## src/rtl/dmarf_pkg.sv

```systemverilog
package dmarf_pkg;
  localparam int unsigned ALIAS_WORDS = 16;
  localparam int unsigned ISTAT_WORD  = 16;
  localparam int unsigned IMASK_WORD  = 17;

  typedef enum logic [2:0] {
    RK_NONE, RK_RPTR, RK_WPTR, RK_CNT, RK_CTRL, RK_ISTAT, RK_IMASK
  } reg_kind_e;

  // Register reached by a given slot in a given alias group.
  function automatic reg_kind_e slot_kind(input logic [1:0] grp, input logic [1:0] slot);
    reg_kind_e k;
    k = RK_NONE;
    case (grp)
      2'd0: case (slot)
              2'd0: k = RK_RPTR;  2'd1: k = RK_WPTR;
              2'd2: k = RK_CNT;   default: k = RK_CTRL;
            endcase
      2'd1: case (slot)
              2'd0: k = RK_CTRL;  2'd1: k = RK_RPTR;
              2'd2: k = RK_WPTR;  default: k = RK_CNT;
            endcase
      2'd2: case (slot)
              2'd0: k = RK_CTRL;  2'd1: k = RK_CNT;
              2'd2: k = RK_RPTR;  default: k = RK_WPTR;
            endcase
      default: case (slot)
              2'd0: k = RK_CTRL;  2'd1: k = RK_WPTR;
              2'd2: k = RK_CNT;   default: k = RK_RPTR;
            endcase
    endcase
    return k;
  endfunction
endpackage

```

## src/rtl/dmarf_decode.sv

```systemverilog
module dmarf_decode
  import dmarf_pkg::*;
#(
  parameter int unsigned ADDR_W = 5
) (
  input  logic [ADDR_W-1:0] addr,
  output reg_kind_e         kind,
  output logic              trig_slot
);
  localparam logic [ADDR_W-1:0] ISTAT_A = ADDR_W'(ISTAT_WORD);
  localparam logic [ADDR_W-1:0] IMASK_A = ADDR_W'(IMASK_WORD);

  logic in_alias;

  generate
    if (ADDR_W > 4) begin : g_wide
      assign in_alias = (addr[ADDR_W-1:4] == '0);
    end else begin : g_narrow
      assign in_alias = 1'b1;
    end
  endgenerate

  always_comb begin
    kind      = RK_NONE;
    trig_slot = 1'b0;
    if (in_alias) begin
      kind      = slot_kind(addr[3:2], addr[1:0]);
      trig_slot = (addr[1:0] == 2'd3);
    end else if (addr == ISTAT_A) begin
      kind = RK_ISTAT;
    end else if (addr == IMASK_A) begin
      kind = RK_IMASK;
    end
  end
endmodule

```

## src/rtl/dmarf_seq.sv

```systemverilog
module dmarf_seq #(
  parameter int unsigned CNT_W = 16
) (
  input  logic             clk,
  input  logic             rst_n,
  input  logic             start_req,
  input  logic [CNT_W-1:0] reload,
  input  logic             dec_i,
  output logic             busy_o,
  output logic [CNT_W-1:0] rem_o,
  output logic             start_o,
  output logic             done_o,
  output logic             seq_end_o
);
  localparam logic [CNT_W-1:0] ONE = CNT_W'(1);

  function automatic logic [CNT_W-1:0] rem_after(input logic [CNT_W-1:0] r);
    return r - ONE;
  endfunction

  logic start_acc, zero_start, real_start, last_dec;

  assign start_acc  = start_req && !busy_o;
  assign zero_start = start_acc && (reload == '0);
  assign real_start = start_acc && (reload != '0);
  assign last_dec   = busy_o && dec_i && (rem_o == ONE);
  assign seq_end_o  = last_dec || zero_start;

  always_ff @(posedge clk or negedge rst_n) begin
    if (!rst_n) begin
      busy_o  <= 1'b0;
      rem_o   <= '0;
      start_o <= 1'b0;
      done_o  <= 1'b0;
    end else begin
      start_o <= real_start;
      done_o  <= seq_end_o;
      if (real_start) begin
        rem_o  <= reload;
        busy_o <= 1'b1;
      end else if (busy_o && dec_i) begin
        rem_o <= rem_after(rem_o);
        if (last_dec) busy_o <= 1'b0;
      end
    end
  end
endmodule

```

## src/rtl/dmarf_irq.sv

```systemverilog
module dmarf_irq (
  input  logic clk,
  input  logic rst_n,
  input  logic set_i,
  input  logic clr_i,
  input  logic mask_we,
  input  logic mask_d,
  output logic stat_o,
  output logic mask_o,
  output logic irq_o
);
  always_ff @(posedge clk or negedge rst_n) begin
    if (!rst_n) begin
      stat_o <= 1'b0;
      mask_o <= 1'b0;
    end else begin
      if (set_i)      stat_o <= 1'b1;
      else if (clr_i) stat_o <= 1'b0;
      if (mask_we)    mask_o <= mask_d;
    end
  end

  assign irq_o = stat_o && mask_o;
endmodule

```

## src/rtl/dma_chan_regs.sv

```systemverilog
module dma_chan_regs
  import dmarf_pkg::*;
#(
  parameter int unsigned DATA_W    = 32,
  parameter int unsigned ADDR_W    = 5,
  parameter int unsigned CNT_W     = 16,
  parameter int unsigned QUIET_BIT = 1,
  parameter logic [DATA_W-2:0] CTRL_RST = 2
) (
  input  logic              clk,
  input  logic              rst_n,
  input  logic [ADDR_W-1:0] bus_addr,
  input  logic              bus_wr,
  input  logic [DATA_W-1:0] bus_wdata,
  output logic [DATA_W-1:0] bus_rdata,
  input  logic              chain_i,
  input  logic              dec_i,
  output logic              start_o,
  output logic              busy_o,
  output logic              done_o,
  output logic              irq_o,
  output logic [DATA_W-1:0] rd_addr_o,
  output logic [DATA_W-1:0] wr_addr_o
);
  localparam int unsigned CTRL_W = DATA_W - 1;
  localparam int unsigned CNT_PAD = DATA_W - CNT_W;

  reg_kind_e         kind;
  logic              trig_slot;
  logic [DATA_W-1:0] rptr_q, wptr_q;
  logic [CNT_W-1:0]  reload_q, reload_next, rem_q;
  logic [CTRL_W-1:0] ctrl_q;
  logic              quiet, trig_wr, null_ev, start_req, seq_end;
  logic              istat, imask, istat_set, istat_clr;

  dmarf_decode #(.ADDR_W(ADDR_W)) u_dec (
    .addr(bus_addr), .kind(kind), .trig_slot(trig_slot)
  );

  // Named events shared by the sequencer, the interrupt unit and the checker
  assign quiet       = ctrl_q[QUIET_BIT];
  assign trig_wr     = bus_wr && trig_slot;
  assign null_ev     = trig_wr && (bus_wdata == '0);
  assign start_req   = (trig_wr && (bus_wdata != '0)) || chain_i;
  assign reload_next = (bus_wr && kind == RK_CNT) ? bus_wdata[CNT_W-1:0] : reload_q;

  always_ff @(posedge clk or negedge rst_n) begin
    if (!rst_n) begin
      rptr_q   <= '0;
      wptr_q   <= '0;
      reload_q <= '0;
      ctrl_q   <= CTRL_RST;
    end else if (bus_wr) begin
      case (kind)
        RK_RPTR: rptr_q   <= bus_wdata;
        RK_WPTR: wptr_q   <= bus_wdata;
        RK_CNT:  reload_q <= bus_wdata[CNT_W-1:0];
        RK_CTRL: ctrl_q   <= bus_wdata[CTRL_W-1:0];
        default: ;
      endcase
    end
  end

  dmarf_seq #(.CNT_W(CNT_W)) u_seq (
    .clk(clk), .rst_n(rst_n), .start_req(start_req), .reload(reload_next),
    .dec_i(dec_i), .busy_o(busy_o), .rem_o(rem_q), .start_o(start_o),
    .done_o(done_o), .seq_end_o(seq_end)
  );

  assign istat_set = (seq_end && !quiet) || (null_ev && quiet);
  assign istat_clr = bus_wr && (kind == RK_ISTAT) && bus_wdata[0];

  dmarf_irq u_irq (
    .clk(clk), .rst_n(rst_n), .set_i(istat_set), .clr_i(istat_clr),
    .mask_we(bus_wr && kind == RK_IMASK), .mask_d(bus_wdata[0]),
    .stat_o(istat), .mask_o(imask), .irq_o(irq_o)
  );

  always_comb begin
    case (kind)
      RK_RPTR:  bus_rdata = rptr_q;
      RK_WPTR:  bus_rdata = wptr_q;
      RK_CNT:   bus_rdata = {{CNT_PAD{1'b0}}, rem_q};
      RK_CTRL:  bus_rdata = {busy_o, ctrl_q};
      RK_ISTAT: bus_rdata = {{(DATA_W-1){1'b0}}, istat};
      RK_IMASK: bus_rdata = {{(DATA_W-1){1'b0}}, imask};
      default:  bus_rdata = '0;
    endcase
  end

  assign rd_addr_o = rptr_q;
  assign wr_addr_o = wptr_q;
endmodule

```

## config.mk

```make
export PLATFORM = sky130hd
export DESIGN_NAME = dma_chan_regs
export DESIGN_NICKNAME = d
export VERILOG_FILES = /design/src/rtl/dmarf_pkg.sv /design/src/rtl/dmarf_decode.sv /design/src/rtl/dmarf_seq.sv /design/src/rtl/dmarf_irq.sv /design/src/rtl/dma_chan_regs.sv
export SDC_FILE = /design/constraint.sdc
export NUM_CORES = 1
export LEC_CHECK = 0
export BUFFER_PORTS_ARGS = -buffer_cell sky130_fd_sc_hd__buf_2
export CORE_UTILIZATION = 40
export DETAILED_ROUTE_END_ITERATION = 6
export SLEW_MARGIN = 25
export SYNTH_ARGS = -nofsm -noshare
export SYNTH_HDL_FRONTEND = slang
export SYNTH_SLANG_ARGS = --single-unit
```

## constraint.sdc

```tcl
create_clock -name clk -period 5.4 [get_ports clk]
set_clock_uncertainty 0.1 [all_clocks]
set_input_delay 1.08 -clock clk [delete_from_list [all_inputs] [get_ports clk]]
set_output_delay 1.08 -clock clk [all_outputs]
set_load 0.03 [all_outputs]
```

==> results of run 1 <==
## state kept, by name, indices dropped and copies added, names as in the netlist
name / flops
ctrl_q: 31
rd_addr_o: 32
reload_q: 16
u_irq.mask_o: 1
u_irq.stat_o: 1
u_seq.busy_o: 1
u_seq.done_o: 1
u_seq.rem_o: 16
u_seq.start_o: 1
wr_addr_o: 32
## layer usage
layer  up-vias  share of wire (%)  GRT usage (%)
met5         -                  0              0
met4         0                1.4           7.78
met2       165                 47           34.4
li1       2277                  -              -
met3        22                6.1           5.05
met1      2548                 46           29.7
## area by class of cell
| type | instances | area (sq um) | share of cell area (%) |
|---|---|---|---|
| inverter | 11 | 41.3 | 0.507 |
| sequential | 132 | 3300 | 40.6 |
| tap | 216 | 270 | 3.32 |
| timing repair buffer | 155 | 813 | 9.99 |
| multi-input combinational | 371 | 3130 | 38.4 |
| clock inverter | 14 | 155 | 1.91 |
| clock buffer | 18 | 429 | 5.27 |
## worst max-delay path by stage
stage,start,endpoint,slack (ps),cells past startpoint
after CTS,bus_addr[1],bus_rdata[16],590,10
after floorplan,bus_addr[0],bus_rdata[15],1010,8
after global placement,bus_addr[1],bus_rdata[16],710,10
final,bus_addr[0],bus_rdata[13],590,10
after detailed placement,bus_addr[1],bus_rdata[16],590,10
after global routing,bus_addr[1],bus_rdata[16],380,11
## power by group
part	leakage [nW]	internal [mW]	total, mW	switching, mW
clock	0.269	0.683	1.14	0.454
combinational	2.08	0.678	1.66	0.979
sequential	1.60	1.37	1.70	0.325
total	3.94	2.73	4.49	1.76
## through the flow
stage	hold WS (ps)	std cells	instance area [sq um]
after floorplan	354	541	6620
after global placement	376	885	7560
after detailed placement	400	885	7560
after CTS	413	917	8140
after global routing	427	917	8140
final	406	917	8140
## cells by family (layout without fill, tap and decap cells)
logic type / Yosys count / in the layout / share of synthesized area (%)
xor+xnor: 14 / 14 / 1.85
fa+ha+maj: 8 / 8 / 1.51
flops: 132 / 132 / 49.9
simple gates: 143 / 143 / 10.8
compound gates: 76 / 76 / 8.73
mux: 130 / 130 / 24.1
buf+inv: 38 / 198 / 3.14
## placed cells by master (no fill, tap or decap), drive strengths merged, types with 13 or more instances in the layout
cell      n
buf     155
a22oi    17
a221o    14
nor4     18
clkbuf   18
inv      13
mux2    126
nor2     13
nand2    73
dfrtp   131
a21oi    19
==> flow_summary_export.csv, run 1 <==
group,metric,value,unit
route,wl_per_cell,19.6,um
yosys,syn_area,6620,sq um
setup_path,cp_cell_sequence,"buf_2, inv_1, ha_1, mux2i_1, a211oi_1, or2_1, nor3_2, buf_4, a221o_1, buf_2",
yosys,ys_types,53,
yosys,synth_seq_area_share,49.9,%
setup_path,critical-path-top-delay-family,"simple AND/OR/NAND/NOR gates",
grt,track_usage,21.9,%
clock_tree,tritoncts,"yes",
route,drc,0,
timing,tightest_slew,887,ps
die,start_util,41.4,%
grt,grt-ovfl-total,0,
die,die-area,17100,sq um
final_layout,syn2layout_area_growth,23.0,%
die,rows,46,
clock_tree,insertion_delay,420,ps
yosys,synth_fp_nets,591,
yosys,synthTopCellsByCount,"dfrtp_1, mux2_2, nand2_1",
hold_path,hp-start,"ctrl_q[0]",
yosys,synth_area_leader_cell,"dfrtp_1",
timing,fin_crit_sh,89.2,%
clock_tree,htreeDepth,4,
die,die_w,131,um
flow_run,max_cap_viol_count,0,
timing,finalSetupViolations,0,
place,gp_congestion,0.902,
setup_path,path_class,"primary input to primary output",
clock_tree,clock-root-buffer,"clkbuf_16",
route,drtPass1Iterations,4,
place,io_buffers,141,
hold_path,hold_depth,1,
setup_path,path_max_fanout,20,
setup_path,cp.required,4220,ps
setup_path,start_kind,"primary input",
grt,grt_pass1_vias,5033,
setup_path,end_kind,"primary output",
setup_path,r2r_setup_slack,2930,ps
timing,slew_viol_final,0,
timing,slew_headroom,40.7,%
final_layout,drive_above_1_share,46.4,%
route,viasPerCell,5.47,
clock_tree,cts_buffers,17,
clock_tree,postCtsSetupRepairBufs,0,
clock_tree,ctsResizeCount,0,
clock_tree,path_clk_slew,60,ps
die,pin_count,142,
final_layout,antenna_cells,0,
timing,hold_viol,0,
timing,setup_slack,586,ps
power,p_leak,3.94,nW
yosys,syn_inst,541,
setup_path,cp_num_buf_inv,4,
route,postRouteAntennaNets,0,
yosys,async_flop_share,100,%
timing,finalSetupTns,0,ps
place,preCtsSetupSlack,589,ps
grt,antenna_found_initial,0,
timing,period_needed,4810,ps
clock_tree,cts_sinks,132,
yosys,syn_avg_cell_area,12.2,sq um
setup_path,rr_worst_depth,6,
status,status,"finished, final reports clean",
yosys,synth_top_area_share,49.5,%
final_layout,final_util,50.9,%
final_layout,fill_cells,1503,
setup_path,slowest_stage,"or2_1",
yosys,yosysMostFrequentCell,"dfrtp_1",
setup_path,arrival,3630,ps
setup_path,rr_startpoint,"u_seq.busy_o",
grt,grt_pass1_wl,27900,um
hold_path,min_path_type,"flop to flop",
route,first_iter_violations,307,
clock_tree,ctsHoldBuffers,0,
place,dp_hpwl,12900,um
final_layout,nets,738,
hold_path,worstHoldEndpoint,"ctrl_q[0]",
route,vias,5012,
setup_path,slowest_delay,740,ps
yosys,synth_area_leaders,"dfrtp_1, mux2_2, mux2_4, nand2_1, a221o_1",
power,ir_worst_vdd,0.235,mV
route,wl,18000,um
die,core-area,16000,sq um
clock_tree,clock_path_buffers,2,
yosys,yosys_warnings,0,
setup_path,cp_common_cell,"buf_2",
yosys,synth_edf_count,0,
power,power,4.49,mW
power,powerDensity,552,nW/um^2
die,die_h,131,um
yosys,ys_ff_latch,132,
yosys,ys.flop_type,"dfrtp_1",
timing,fmax,0.208,GHz
grt,grt_max_degree,51,
setup_path,reg2reg_to,"u_irq.stat_o",
timing,rsz0062_at_grt,"false",
No activity file was read; power rests on OpenSTA's default activity.
==> run 2, diff against run 1 <==
- CELL_PAD_IN_SITES_DETAIL_PLACEMENT: not set -> 1
- CELL_PAD_IN_SITES_GLOBAL_PLACEMENT: not set -> 2
- CORE_UTILIZATION: 40 -> 39
- PLACE_DENSITY_LB_ADDON: not set -> 0.1
- RECOVER_POWER: not set -> 25
==> flow_summary_export.csv, run 2 (synthesis gave the netlist of run 1 again) <==
group,metric,value,unit
grt,grt_max_degree,51,
setup_path,slowest_stage,"nor3_4",
route,viasPerCell,5.44,
timing,finalSetupTns,0,ps
setup_path,arrival,3780,ps
status,status,"finished with violations",
setup_path,slowest_delay,750,ps
route,wl,19700,um
final_layout,nets,733,
setup_path,cp.required,4220,ps
die,die_h,132,um
final_layout,final_util,49.0,%
timing,fmax,0.202,GHz
setup_path,reg2reg_to,"u_seq.rem_o[7]",
grt,antenna_found_initial,0,
timing,finalSetupViolations,0,
final_layout,layout_common_cells,"buf_2, dfrtp_1, mux2_2",
route,wl_per_cell,21.5,um
clock_tree,cts_buffers,17,
timing,tightest_slew,2720,ps
flow_run,max_cap_viol_count,1,
timing,hold_viol,0,
die,core-area,16600,sq um
final_layout,drive_above_1_share,45.7,%
die,die_w,132,um
die,rows,47,
place,placed_area,7540,sq um
power,p_leak,3.94,nW
clock_tree,ctsHoldBuffers,0,
setup_path,path_class,"primary input to primary output",
power,power,4.56,mW
setup_path,cp_cell_sequence,"buf_2, inv_1, ha_1, o21ai_0, o211ai_2, a32o_1, nor3_4, buf_4, nand2_1, nand2_1, buf_2",
final_layout,antenna_cells,0,
final_layout,fill_cells,1797,
place,io_buffers,141,
grt,grt_pass1_wl,31500,um
final_layout,syn2layout_area_growth,22.8,%
route,first_iter_violations,274,
status,violations,"max-capacitance violations, max-slew violations",
setup_path,r2r_setup_slack,2860,ps
hold_path,hold_depth,1,
timing,slew_viol_final,51,
setup_path,path_max_fanout,19,
timing,period_needed,4960,ps
die,pin_count,142,
clock_tree,ctsResizeCount,0,
die,die-area,17500,sq um
final_layout,final_area,8130,sq um
power,ir_worst_vdd,0.261,mV
clock_tree,tritoncts,"yes",
setup_path,rr_startpoint,"reload_q[4]",
power,powerDensity,561,nW/um^2
place,dp_hpwl,13800,um
clock_tree,cts_sinks,132,
clock_tree,clock_path_buffers,2,
route,vias,4980,
route,drc,0,
die,start_util,39.9,%
clock_tree,postCtsSetupRepairBufs,0,
timing,slew_headroom,-81.7,%
setup_path,startpoint,"bus_addr[0]",
timing,fin_crit_sh,91.8,%
route,postRouteAntennaNets,0,
route,drtPass1Iterations,4,
setup_path,end_kind,"primary output",
clock_tree,clock-root-buffer,"clkbuf_16",
clock_tree,insertion_delay,430,ps
clock_tree,htreeDepth,4,
final_layout,layout_commonest_cell,"buf_2",
grt,track_usage,23.9,%
setup_path,rr_worst_depth,4,
grt,grt_pass1_vias,5359,
place,gp_congestion,0.787,
hold_path,hp-start,"ctrl_q[20]",
timing,rsz0062_at_grt,"false",
setup_path,start_kind,"primary input",
grt,grt-ovfl-total,0,
clock_tree,path_clk_slew,50,ps
hold_path,min_path_type,"flop to flop",
hold_path,worstHoldEndpoint,"ctrl_q[20]",
## run 2: changes by cell type in the layout (fill, tap and decap cells not counted), sizes merged
cell / delta
inv: -1
clkbuf: +5
clkinv: +1
buf: -8
bufinv: +1
clkinvlp: -3
## run 2: cell type report
type	instances	area, sq um	area share (%)
inverters	11	41.3	0.508
repair buffers	150	779	9.59
clock inverters	12	155	1.91
multi-input cells	371	3130	38.5
flip-flops and latches	132	3300	40.6
well taps	220	275	3.39
clock buffers	20	447	5.49
## run 2: worst max-delay path, delay by kind of cell
kind                       cells  cell delay (ps)
and+or+nand+nor                3              890
adders and majority gates      1              310
AOI/OAI and AO/OA              3              740
buffers and inverters          4              750
## run 2: worst max path at each step
stage,endpoint,slack (ps)
3_3_place_gp,bus_rdata[29],520
5_1_grt,bus_rdata[29],180
4_1_cts,bus_rdata[25],390
6_report,bus_rdata[25],440
2_1_floorplan,bus_rdata[15],1010
3_5_place_dp,bus_rdata[25],360
## run 2: report_power, final
group,switching [mW],internal (mW)
registers,0.330,1.37
clock network,0.447,0.738
logic,1.00,0.675
total,1.78,2.78
## run 2: stage by stage
stage,hold WS [ps],std cells,worst slack (ps)
after floorplan,354,541,1010
after global placement,391,884,523
after detailed placement,398,884,360
after CTS,413,916,393
after global routing,422,916,176
final,410,916,441
## run 2: per-layer routing
metal | wire [um] | vias to the layer above | global-route usage (%)
li1 | - | 2256 | -
met1 | 9040 | 2549 | 33.3
met2 | 9400 | 146 | 37.1
met3 | 870 | 29 | 3.88
met4 | 363 | 0 | 9.71
met5 | 0 | - | 0
==> run 3, diff against run 2 <==
- CAP_MARGIN: not set -> 40
- CORE_UTILIZATION: 39 -> 30
==> flow_summary_export.csv, run 3 (synthesis gave the netlist of run 1 again) <==
group,metric,value,unit
die,pin_count,142,
setup_path,path_class,"primary input to primary output",
timing,slew_viol_final,44,
final_layout,final_util,38.6,%
die,die_h,151,um
power,p_clk_share,25.7,%
timing,rsz0062_at_grt,"false",
grt,grt_max_degree,47,
die,core-area,21400,sq um
clock_tree,htreeDepth,4,
grt,antenna_found_initial,1,
route,vias,4943,
place,dp_hpwl,15200,um
route,postRouteAntennaNets,0,
grt,grt_pass1_vias,5419,
power,p_leak,3.95,nW
final_layout,antenna_cells,0,
final_layout,layout_common_cells,"buf_2, dfrtp_1, mux2_2",
setup_path,startpoint,"bus_addr[0]",
setup_path,slowest_delay,440,ps
power,ir_worst_vdd,0.189,mV
clock_tree,cts_sinks,132,
hold_path,hp-start,"ctrl_q[0]",
clock_tree,tritoncts,"yes",
final_layout,nets,737,
final_layout,fill_cells,2361,
clock_tree,ctsHoldBuffers,0,
grt,grt_pass1_wl,32900,um
clock_tree,insertion_delay,410,ps
route,wl,21100,um
power,p_sw_share,39.5,%
clock_tree,clock_path_buffers,2,
die,start_util,31.0,%
grt,grt-ovfl-total,0,
route,drc,0,
die,die_w,151,um
setup_path,end_kind,"primary output",
route,first_iter_violations,183,
timing,slew_headroom,-61.6,%
timing,finalSetupViolations,0,
timing,setup_slack,652,ps
clock_tree,ctsResizeCount,0,
route,wl_per_cell,21.7,um
place,gp_congestion,0.842,
clock_tree,cts_buffers,17,
hold_path,min_path_type,"flop to flop",
route,drtPass1Iterations,4,
die,rows,53,
place,io_buffers,141,
final_layout,final_area,8240,sq um
setup_path,cp.required,4220,ps
timing,period_needed,4750,ps
setup_path,reg2reg_to,"u_seq.rem_o[6]",
setup_path,worst-path-stages,11,
setup_path,arrival,3570,ps
power,combPwrFrac,37.3,%
final_layout,drive_above_1_share,46.2,%
setup_path,rr_startpoint,"reload_q[12]",
power,powerDensity,551,nW/um^2
status,status,"finished with violations",
status,violations,"max-capacitance violations, max-slew violations",
setup_path,cp-endpoint,"bus_rdata[15]",
final_layout,syn2layout_area_growth,24.5,%
clock_tree,postCtsSetupRepairBufs,0,
power,sequentialPowerShare,37.1,%
flow_run,max_cap_viol_count,1,
timing,finalSetupTns,0,ps
setup_path,cp_num_buf_inv,4,
place,preCtsSetupSlack,662,ps
setup_path,r2r_setup_slack,2800,ps
final_layout,layout_commonest_cell,"buf_2",
grt,track_usage,19.7,%
power,power,4.54,mW
setup_path,cp_cell_sequence,"buf_2, inv_1, ha_1, o21ai_0, o211ai_2, a32o_1, nor3_4, buf_12, a22oi_1, o21ai_0, buf_2",
setup_path,start_kind,"primary input",
power,p_int,2.75,mW
timing,fin_crit_sh,87.9,%
clock_tree,clock-root-buffer,"clkbuf_16",
place,placed_area,7660,sq um
clock_tree,path_clk_slew,60,ps
timing,tightest_slew,2420,ps
power,switchingPower,1.79,mW
timing,hold_viol,0,
route,viasPerCell,5.07,
setup_path,slowest_stage,"nor3_4",
setup_path,rr_worst_depth,4,
setup_path,critical-path-top-delay-family,"compound AO/OA/AOI/OAI gates",
timing,fmax,0.211,GHz
setup_path,path_max_fanout,28,
die,die-area,22700,sq um
-- run 3: cell count changes in the layout (fill, tap and decap cells not counted), moves of 2 or more --
cell	before	now
clkinvlp_4	2	6
clkinv_2	3	0
inv_6	1	4
buf_12	1	3
clkbuf_1	3	1
clkinv_4	3	1
-- run 3: power by group through the flow --
stage | Clock [mW] | Sequential [mW] | Combinational, mW
2_1_floorplan | 0 | 1.98 | 0.853
3_3_place_gp | 0 | 1.69 | 1.68
3_5_place_dp | 0 | 1.70 | 1.71
4_1_cts | 1.19 | 1.69 | 1.71
5_1_grt | 1.23 | 1.74 | 1.82
6_report | 1.16 | 1.68 | 1.69
-- run 3: area by class of cell --
cell class                 instances  area, sq um  area share (%)
multi-input combinational        371         3130            37.9
clock inverter                    13          149            1.81
tap                              275          344            4.17
sequential                       132         3300            40.1
inverter                          11         41.3           0.501
timing repair buffer             154          838            10.2
clock buffer                      18          439            5.33
-- run 3: how the worst min path moves through the flow --
stage | to | slack, ps | depth (start not counted)
6_report | ctrl_q[0] | 410 | 1
3_3_place_gp | ctrl_q[0] | 380 | 1
5_1_grt | ctrl_q[12] | 430 | 1
4_1_cts | ctrl_q[0] | 400 | 1
2_1_floorplan | ctrl_q[0] | 350 | 1
3_5_place_dp | ctrl_q[0] | 390 | 1
-- run 3: layer usage --
layer  wire (um)  share of wire (%)  GRT usage, %
met3         897                4.2          4.58
met2       10300                 49          32.4
met4         343                1.6          6.01
met5          13              0.061             0
met1        9630                 46          25.6
-- run 3: stage by stage --
stage	hold slack [ps]	cells
after floorplan	354	541
after global placement	379	942
final	408	974
after detailed placement	390	942
after global routing	427	974
after CTS	404	973
